File: config.mk
export PLATFORM = sky130hd
export DESIGN_NAME = pm_dstate_handshake
export DESIGN_NICKNAME = d
export VERILOG_FILES = /design/src/rtl/pm_hs_pkg.sv /design/src/rtl/pm_wr_classify.sv /design/src/rtl/pm_req_queue.sv /design/src/rtl/pm_state_table.sv /design/src/rtl/pm_dstate_handshake.sv
export SDC_FILE = /design/constraint.sdc
export NUM_CORES = 1
export LEC_CHECK = 0
export BUFFER_PORTS_ARGS = -buffer_cell sky130_fd_sc_hd__buf_2
export CORE_MARGIN = 2
export CORE_UTILIZATION = 60
export CTS_CLUSTER_DIAMETER = 200
export CTS_CLUSTER_SIZE = 14
export DETAILED_ROUTE_END_ITERATION = 16
export GPL_TIMING_DRIVEN = 0
export PLACE_DENSITY = 0.95
export SLEW_MARGIN = 25
export SYNTH_ARGS = -nofsm -noshare
export SYNTH_HDL_FRONTEND = slang
export SYNTH_HIERARCHICAL = 1
export SYNTH_SLANG_ARGS = --single-unit
export TNS_END_PERCENT = 50
File: constraint.sdc
create_clock -name clk -period 8.5 [get_ports clk]
set_input_delay 0.85 -clock clk [delete_from_list [all_inputs] [get_ports clk]]
set_output_delay 0.85 -clock clk [all_outputs]
set_load 0.01 [all_outputs]
File: src/rtl/pm_hs_pkg.sv
package pm_hs_pkg;
  localparam int PM_FN_W = 8;
  localparam int PM_PS_W = 2;

  typedef enum logic [PM_PS_W-1:0] {
    PS_D0 = 2'b00,
    PS_D1 = 2'b01,
    PS_D2 = 2'b10,
    PS_D3 = 2'b11
  } pstate_t;

  typedef struct packed {
    logic [PM_FN_W-1:0] fn;
    pstate_t            st;
  } pm_req_t;
endpackage

File: src/rtl/pm_wr_classify.sv
module pm_wr_classify
  import pm_hs_pkg::*;
#(
  parameter int NUM_FN = 8
) (
  input  logic               wr_valid,
  input  logic [PM_FN_W-1:0] wr_func,
  input  pstate_t            wr_state,
  output logic               sleep_v,
  output logic               imm_v,
  output pm_req_t            req
);
  logic fn_ok;

  always_comb begin
    fn_ok   = wr_func < PM_FN_W'(NUM_FN);
    req.fn  = wr_func;
    req.st  = wr_state;
    // D1 and D3hot both carry bit 0 set; those need a handshake
    sleep_v = wr_valid && fn_ok && wr_state[0];
    imm_v   = wr_valid && fn_ok && !wr_state[0];
  end
endmodule

File: src/rtl/pm_req_queue.sv
module pm_req_queue
  import pm_hs_pkg::*;
(
  input  logic    clk,
  input  logic    rst,
  input  logic    sleep_v,
  input  pm_req_t sleep_req,
  input  logic    ack,
  output logic    pend_v,
  output pm_req_t pend,
  output logic    commit_v,
  output pm_req_t commit_req
);
  logic    q_v;
  pm_req_t q;

  always_ff @(posedge clk) begin
    if (rst) begin
      pend_v <= 1'b0;
      pend   <= '0;
      q_v    <= 1'b0;
      q      <= '0;
    end else if (pend_v && ack) begin
      if (q_v) begin
        pend <= q;
        q_v  <= sleep_v;
        if (sleep_v) q <= sleep_req;
      end else begin
        pend_v <= sleep_v;
        pend   <= sleep_v ? sleep_req : '0;
      end
    end else if (pend_v) begin
      if (sleep_v && !q_v) begin
        q_v <= 1'b1;
        q   <= sleep_req;
      end
    end else if (sleep_v && !ack) begin
      pend_v <= 1'b1;
      pend   <= sleep_req;
    end
  end

  always_comb begin
    commit_v   = ack && (pend_v || sleep_v);
    commit_req = pend_v ? pend : sleep_req;
  end

  AST_IRQ_HELD: assert property (@(posedge clk) disable iff (rst)
    pend_v && !ack |=> pend_v);
  AST_FUNC_STEADY: assert property (@(posedge clk) disable iff (rst)
    pend_v && !ack |=> $stable(pend));
  AST_QUEUE_BEHIND_PEND: assert property (@(posedge clk) disable iff (rst)
    q_v |-> pend_v);
  AST_QUEUE_PROMOTE: assert property (@(posedge clk) disable iff (rst)
    pend_v && ack && q_v |=> pend_v);
endmodule

File: src/rtl/pm_state_table.sv
module pm_state_table
  import pm_hs_pkg::*;
#(
  parameter int NUM_PF = 2,
  parameter int NUM_VF = 6
) (
  input  logic                       clk,
  input  logic                       rst,
  input  logic                       commit_we,
  input  pm_req_t                    commit_req,
  input  logic                       imm_we,
  input  pm_req_t                    imm_req,
  output logic [NUM_PF*PM_PS_W-1:0]  pf_state,
  output logic [NUM_VF*PM_PS_W-1:0]  vf_state
);
  localparam int NUM_FN = NUM_PF + NUM_VF;

  logic [NUM_FN*PM_PS_W-1:0] st_flat;

  for (genvar i = 0; i < NUM_FN; i++) begin : g_fn
    pstate_t st_q;
    always_ff @(posedge clk) begin
      if (rst) begin
        st_q <= PS_D0;
      end else if (imm_we && imm_req.fn == PM_FN_W'(i)) begin
        st_q <= imm_req.st;
      end else if (commit_we && commit_req.fn == PM_FN_W'(i)) begin
        st_q <= commit_req.st;
      end
    end
    assign st_flat[i*PM_PS_W +: PM_PS_W] = st_q;
  end

  assign pf_state = st_flat[NUM_PF*PM_PS_W-1:0];
  assign vf_state = st_flat[NUM_FN*PM_PS_W-1:NUM_PF*PM_PS_W];

  AST_STATE_KEPT: assert property (@(posedge clk) disable iff (rst)
    !commit_we && !imm_we |=> $stable(st_flat));
endmodule

File: src/rtl/pm_dstate_handshake.sv
module pm_dstate_handshake
  import pm_hs_pkg::*;
#(
  parameter int NUM_PF = 2,
  parameter int NUM_VF = 6
) (
  input  logic                       clk,
  input  logic                       rst,
  input  logic                       cfg_wr_valid,
  input  logic [7:0]                 cfg_wr_func,
  input  logic [1:0]                 cfg_wr_state,
  input  logic                       cpl_req,
  input  logic                       user_ack,
  output logic                       psc_irq,
  output logic [7:0]                 psc_func,
  output logic                       cpl_hold,
  output logic                       cpl_grant,
  output logic [NUM_PF*2-1:0]        pf_state,
  output logic [NUM_VF*2-1:0]        vf_state
);
  localparam int NUM_FN = NUM_PF + NUM_VF;

  logic    sleep_v, imm_v, pend_v, commit_v;
  pm_req_t wr_req, pend, commit_req;

  pm_wr_classify #(.NUM_FN(NUM_FN)) u_classify (
    .wr_valid (cfg_wr_valid),
    .wr_func  (cfg_wr_func),
    .wr_state (pstate_t'(cfg_wr_state)),
    .sleep_v  (sleep_v),
    .imm_v    (imm_v),
    .req      (wr_req)
  );

  pm_req_queue u_queue (
    .clk        (clk),
    .rst        (rst),
    .sleep_v    (sleep_v),
    .sleep_req  (wr_req),
    .ack        (user_ack),
    .pend_v     (pend_v),
    .pend       (pend),
    .commit_v   (commit_v),
    .commit_req (commit_req)
  );

  pm_state_table #(.NUM_PF(NUM_PF), .NUM_VF(NUM_VF)) u_table (
    .clk        (clk),
    .rst        (rst),
    .commit_we  (commit_v),
    .commit_req (commit_req),
    .imm_we     (imm_v),
    .imm_req    (wr_req),
    .pf_state   (pf_state),
    .vf_state   (vf_state)
  );

  always_comb begin
    psc_irq   = pend_v;
    psc_func  = pend.fn;
    cpl_hold  = pend_v;
    cpl_grant = cpl_req && !pend_v;
  end

  AST_IRQ_CAUSE: assert property (@(posedge clk) disable iff (rst)
    $rose(psc_irq) |-> $past(cfg_wr_valid) && $past(cfg_wr_state[0])
                      && ($past(cfg_wr_func) < 8'(NUM_FN)));
  AST_COMMIT_ON_ACK: assert property (@(posedge clk) disable iff (rst)
    commit_v |-> user_ack);
  AST_NO_GRANT_HELD: assert property (@(posedge clk) disable iff (rst)
    psc_irq |-> !cpl_grant);
  AST_IDLE_FUNC_ZERO: assert property (@(posedge clk) disable iff (rst)
    !psc_irq |-> psc_func == 8'd0);
endmodule

Word-level counts from Yosys, hierarchy flattened:

Index checks and enable logic that the tools add are counted.

* output and inout port bits: 27
* word-level logic and storage cells: 113
* register bits after elaboration: 38
* bits of input ports: 15

* reduce and logical (&&, ||, !) cells: 45
* equal/unequal tests: 18
* order comparisons: 1
* mux-type cells: 35

Operators with widths (number)
* $mux 10: 11
* $eq 8x3->1 const B: 8
* $eq 8x2->1 const B: 4
* $mux 2: 16
* $logic_and 1x1->1: 24
* $reduce_bool 2->1: 11
* $eq 8x1->1 const B: 2
* $logic_not 8->1: 2
* $lt 8x4->1 const B: 1
* $mux 1: 8
* $logic_not 1->1: 4
* $ne 2x1->1 const B: 2
* $ne 2x2->1 const B: 2
* $reduce_and 2->1: 2
* $reduce_and 4->1: 1
* $logic_or 1x1->1: 1

Logic depth before layout (Yosys ltp):

* depth after elaboration: 8
* gate-level depth with buffers: 8
* mapped depth without buffers: 7

Modules after synthesis:

Netlist, hierarchy kept.

By module, submodules not included
* pm_req_queue: cells an instance 144, seq. area each 440.4 um^2, area an instance 1323.8 um^2, instances 1
* pm_state_table: cells an instance 119, seq. area each 320.3 um^2, area an instance 1024.7 um^2, instances 1
* pm_wr_classify: cells an instance 14, seq. area each 0.0 um^2, area an instance 110.1 um^2, instances 1
* pm_dstate_handshake: cells an instance 2, seq. area each 0.0 um^2, area an instance 21.3 um^2, instances 1

Worst setup path after synthesis:

Ideal clock, no wire load.

* path type: input port to flip-flop
* start point: input cfg_wr_func[4]
* end point: register u_table.g_fn[1].st_q[1]
* path buffers: 1
* required time: 8.369 ns
* arrival: 3.136 ns
* setup slack: 5.233 ns
* stages on the path: 8
* library setup time: 0.131 ns
* cell sequence: or4_4 nor3_1 buf_2 o21a_1 or4bb_1 o31ai_1 o211a_1 nor3_2

* longest elaborated chain between the ends: 7
* elaborated cells between the ends (all ways): 13
* classes of those cells: order compare (1); eq/ne (2); mux (2); reduce/logical (8)

RTL lines
* start: declaration: line pm_dstate_handshake.sv:10 `input logic [7:0] cfg_wr_func,`
* $lt 8x4->1: line pm_wr_classify.sv:16 `fn_ok = wr_func < PM_FN_W'(NUM_FN);`
* $logic_and 1x1->1 (2 in series): line pm_wr_classify.sv:20 `sleep_v = wr_valid && fn_ok && wr_state[0];`
* net sleep_v: line pm_dstate_handshake.sv:23 `logic sleep_v, imm_v, pend_v, commit_v;`
* $logic_or 1x1->1: line pm_req_queue.sv:44 `commit_v = ack && (pend_v || sleep_v);`
* $logic_and 1x1->1: line pm_req_queue.sv:44
* net commit_v: line pm_dstate_handshake.sv:23
* $logic_and 1x1->1: line pm_state_table.sv:27 `end else if (commit_we && commit_req.fn == PM_FN_W'(i)) begin`
* $reduce_bool 2->1 (no source line)
* end signal: assignment: line pm_state_table.sv:26 `st_q <= imm_req.st;`
* end signal: assignment: line pm_state_table.sv:28 `st_q <= commit_req.st;`
* end: declaration: line pm_state_table.sv:21 `pstate_t st_q;`

The timed path passes the listed nets, and every way through them passes these cells.
A chain may end at the register's enable or synchronous reset.

Worst setup path in the final report:

* start point: input cfg_wr_func[4]
* end point: register u_table.g_fn[2].st_q[0]

* longest elaborated chain between the ends: 7
* elaborated cells between the ends (all ways): 13
* classes of those cells: order compare (1); eq/ne (2); mux (2); reduce/logical (8)

RTL lines (line)
* $lt 8x4->1: pm_wr_classify.sv:16
* $logic_and 1x1->1 (2 in series): pm_wr_classify.sv:20
* net sleep_v: pm_dstate_handshake.sv:23
* $logic_or 1x1->1: pm_req_queue.sv:44
* $logic_and 1x1->1: pm_req_queue.sv:44
* net commit_v: pm_dstate_handshake.sv:23
* $logic_and 1x1->1: pm_state_table.sv:27
* $reduce_bool 2->1 (no source line)
* end signal: assignment: pm_state_table.sv:26
* end signal: assignment: pm_state_table.sv:28
* end: declaration: pm_state_table.sv:21

The timed path passes the listed nets, and every way through them passes these cells.

==> results.md <==
- Status: complete, no violations
- Internal power: 0.000258 W
- R2r startpoint: u_queue/pend_v
- Die Y: 68.3 µm
- Max Slew Vio Count: 0
- Critical Path Start Type: primary input
- Switching power: 0.0000878 W
- Antenna Cells: 0
- Clock transition at path regs: 0.07 ns
- Synth area leader: dfxtp_1
- TritonCTS Buffers: 5
- Global placer's final weighted congestion: 0.944
- Post-CTS Resized: 0
- Initial core utilization: 0.620
- Post-Route Skew: 0.00442 ns
- Async S/R FF share, synth: 0
- Ys Warns: 6
- DP Wirelength: 4530 µm
- 1st-iter DRT viols: 231
- Final Cycle Share: 0.474
- Register area share after synthesis: 0.307
- Worst skew pair latency: 0.30 ns
- VDD IR-drop max: 0.0000852 V
- Syn Nets: 294
- Sw Share: 0.254
- Yosys reg bits: 38
- WL/cell: 17.1 µm
- Post-DP Area: 2730 µm²
- Setup TNS: 0 ns
- CTS sink cnt: 38
- Area contributors post-synth: dfxtp_1, mux2i_1, nand2b_1
- Avg Cell Area, Syn: 8.89 µm²
- Placed cells: 366
- DRC viols: 0
- Post-route cell area: 2820 µm²
- Max Root-Sink Buffers: 2
- Overall Global Routing Usage: 0.294
- Routed vias: 2391
- Fin crit period: 4.03 ns
- Slew Limit Headroom: 0.400
- WP data arrival: 4.23 ns
- Fin util: 0.705
- Pin count of the biggest net entering global routing: 12
- Top post-synthesis cells by count: dfxtp_1, nand2b_1, nor2_1, mux2i_1, nor3_1
- Reg power frac: 0.516
- Post-Synthesis Cells: 279
- Power Density: 123 nW/µm²
- Hold WC Path Type: reg -> reg
- Via/cell ratio: 6.39
- Yosys cell types: 43
- Row count: 23
- Number of synthesized flops with an enable pin: 0
- Synth top area share: 0.307
- Antenna-violating nets left: 0
- CTS tree: built
- Setup CP Type: in -> reg
- IO Port Bufs: 37
- Core outline area: 4000 µm²
- # setup viols final: 0
- P_leak: 1.09 nW
- F_max: 248 MHz
- Die area: 4660 µm²
- Synthesis-to-layout area growth: 13.7%
- Max-cap violations: 0
- Most common cell in the netlist: dfxtp_1
- Final WL: 6390 µm
- Chip width: 68.3 µm
- Worst setup path startpoint: cfg_wr_func[4]
- Logic pwr share: 0.103
- Clock share of power: 0.381
- Vias in the first global route: 2267
- HP Start: u_queue/q[4]
- Root Driver: clkbuf_8
- Max FO, Critical Path: 10
- RSZ-0062 raised after global routing: false
- Transition time of the tightest slew-check pin: 0.893 ns
- Hold_buf cts: 0
- Synth Cell Area: 2480 µm²
- Initial antenna violation count: 0
- Io pins: 42
- H-tree Lvls: 2
- CP Capture Type: flop
- Final number of hold-violating endpoints: 0
- Main synth FF type: dfxtp_1
- Nets: 338
- Post-CTS Setup Inserts: 0
- Ratio of cells with drive above 1 in the final layout: 0.293
- GR Overflow Total: 0
- Req. time, crit path: 8.70 ns
- Drt pass-1 iters: 5
- Fin cells: 374
- Global-route wire length before repair: 10200 µm
- Overall Power: 0.000346 W
==> registers in the layout, summed over array words and instances (netlist names) <==
signal	cells
u_queue/pend	10
u_queue/pend_v	1
u_queue/q	10
u_queue/q_v	1
u_table/g_fn.st_q	16
==> cells in the final DEF (no fill, tap or decap), types with 3 or more instances in the layout <==
master,synthesis,layout
a211oi_1,8,8
a21oi_1,6,6
a221oi_1,10,10
and3b_1,5,5
buf_1,5,5
buf_2,9,46
buf_4,11,11
clkbuf_1,7,8
clkbuf_8,0,6
dfxtp_1,38,38
mux2_2,10,10
mux2i_1,18,18
nand2_1,10,10
nand2b_1,27,27
nand3_1,8,8
nand4_1,4,4
nor2_1,25,25
nor2b_1,9,9
nor3_1,13,13
nor3_2,3,3
nor4_1,5,5
nor4_2,6,6
o211a_1,8,8
o31ai_1,7,7
or3b_2,5,5
==> critical path, stage by stage <==
cell and delay (ns):
buf_2 0.10, or4_4 0.54, nor3_1 0.74, buf_2 0.37
o21a_1 0.27, nor4b_1 0.66, nand3_1 0.24, mux2i_1 0.17
a211oi_1 0.28
==> final timing paths <==
check | endpoint | slack, ns | cells past startpoint
max | u_table/g_fn[2].st_q[0] | 4.47 | 9
min | u_queue/q[4] | 0.48 | 2
max reg2reg | u_table/g_fn[2].st_q[0] | 5.63 | 7
min reg2reg | u_queue/q[4] | 0.48 | 2
==> power by group through the flow <==
stage | sequential, W | clock [W] | combinational (W)
floorplan | 0.000183 | 0 | 0.0000242
global placement | 0.000183 | 0 | 0.0000332
detailed placement | 0.000183 | 0 | 0.0000342
CTS | 0.000178 | 0.000133 | 0.0000344
global route | 0.000178 | 0.000139 | 0.0000377
finish | 0.000178 | 0.000132 | 0.0000354
==> through the flow <==
stage          setup WS [ns]  hold slack [ns]
6_report                4.47            0.483
5_1_grt                 4.38            0.504
4_1_cts                 4.69            0.484
3_5_place_dp            4.43            0.465
3_3_place_gp            4.50            0.459
2_1_floorplan           5.23            0.449
==> per-layer routing <==
layer	vias to the layer above	wire length, µm	part of all wire	track usage
met5	-	0	0	0
met4	0	121	0.019	0.145
met3	20	457	0.072	0.0592
met2	115	3050	0.48	0.465
met1	1149	2760	0.43	0.381
li1	1107	-	-	-
==> cells by family after synthesis <==
family                    share of synthesized area
AOI/OAI and AO/OA                             0.137
xor gates and xnor gates                    0.00353
buffers and inverters                        0.0742
DFF                                           0.307
muxes                                         0.118
and+or+nand+nor                               0.361
==> area by class of cell <==
| type | count | area (µm²) |
|---|---|---|
| buffer | 33 | 184 |
| fill | 299 | 1180 |
| sequential | 38 | 761 |
| clock inverter | 1 | 5.00 |
| timing repair buffer | 37 | 185 |
| multi-input combinational | 208 | 1540 |
| clock buffer | 7 | 86.3 |
| tap | 50 | 62.6 |
No activity file was read; power rests on OpenSTA's default activity.
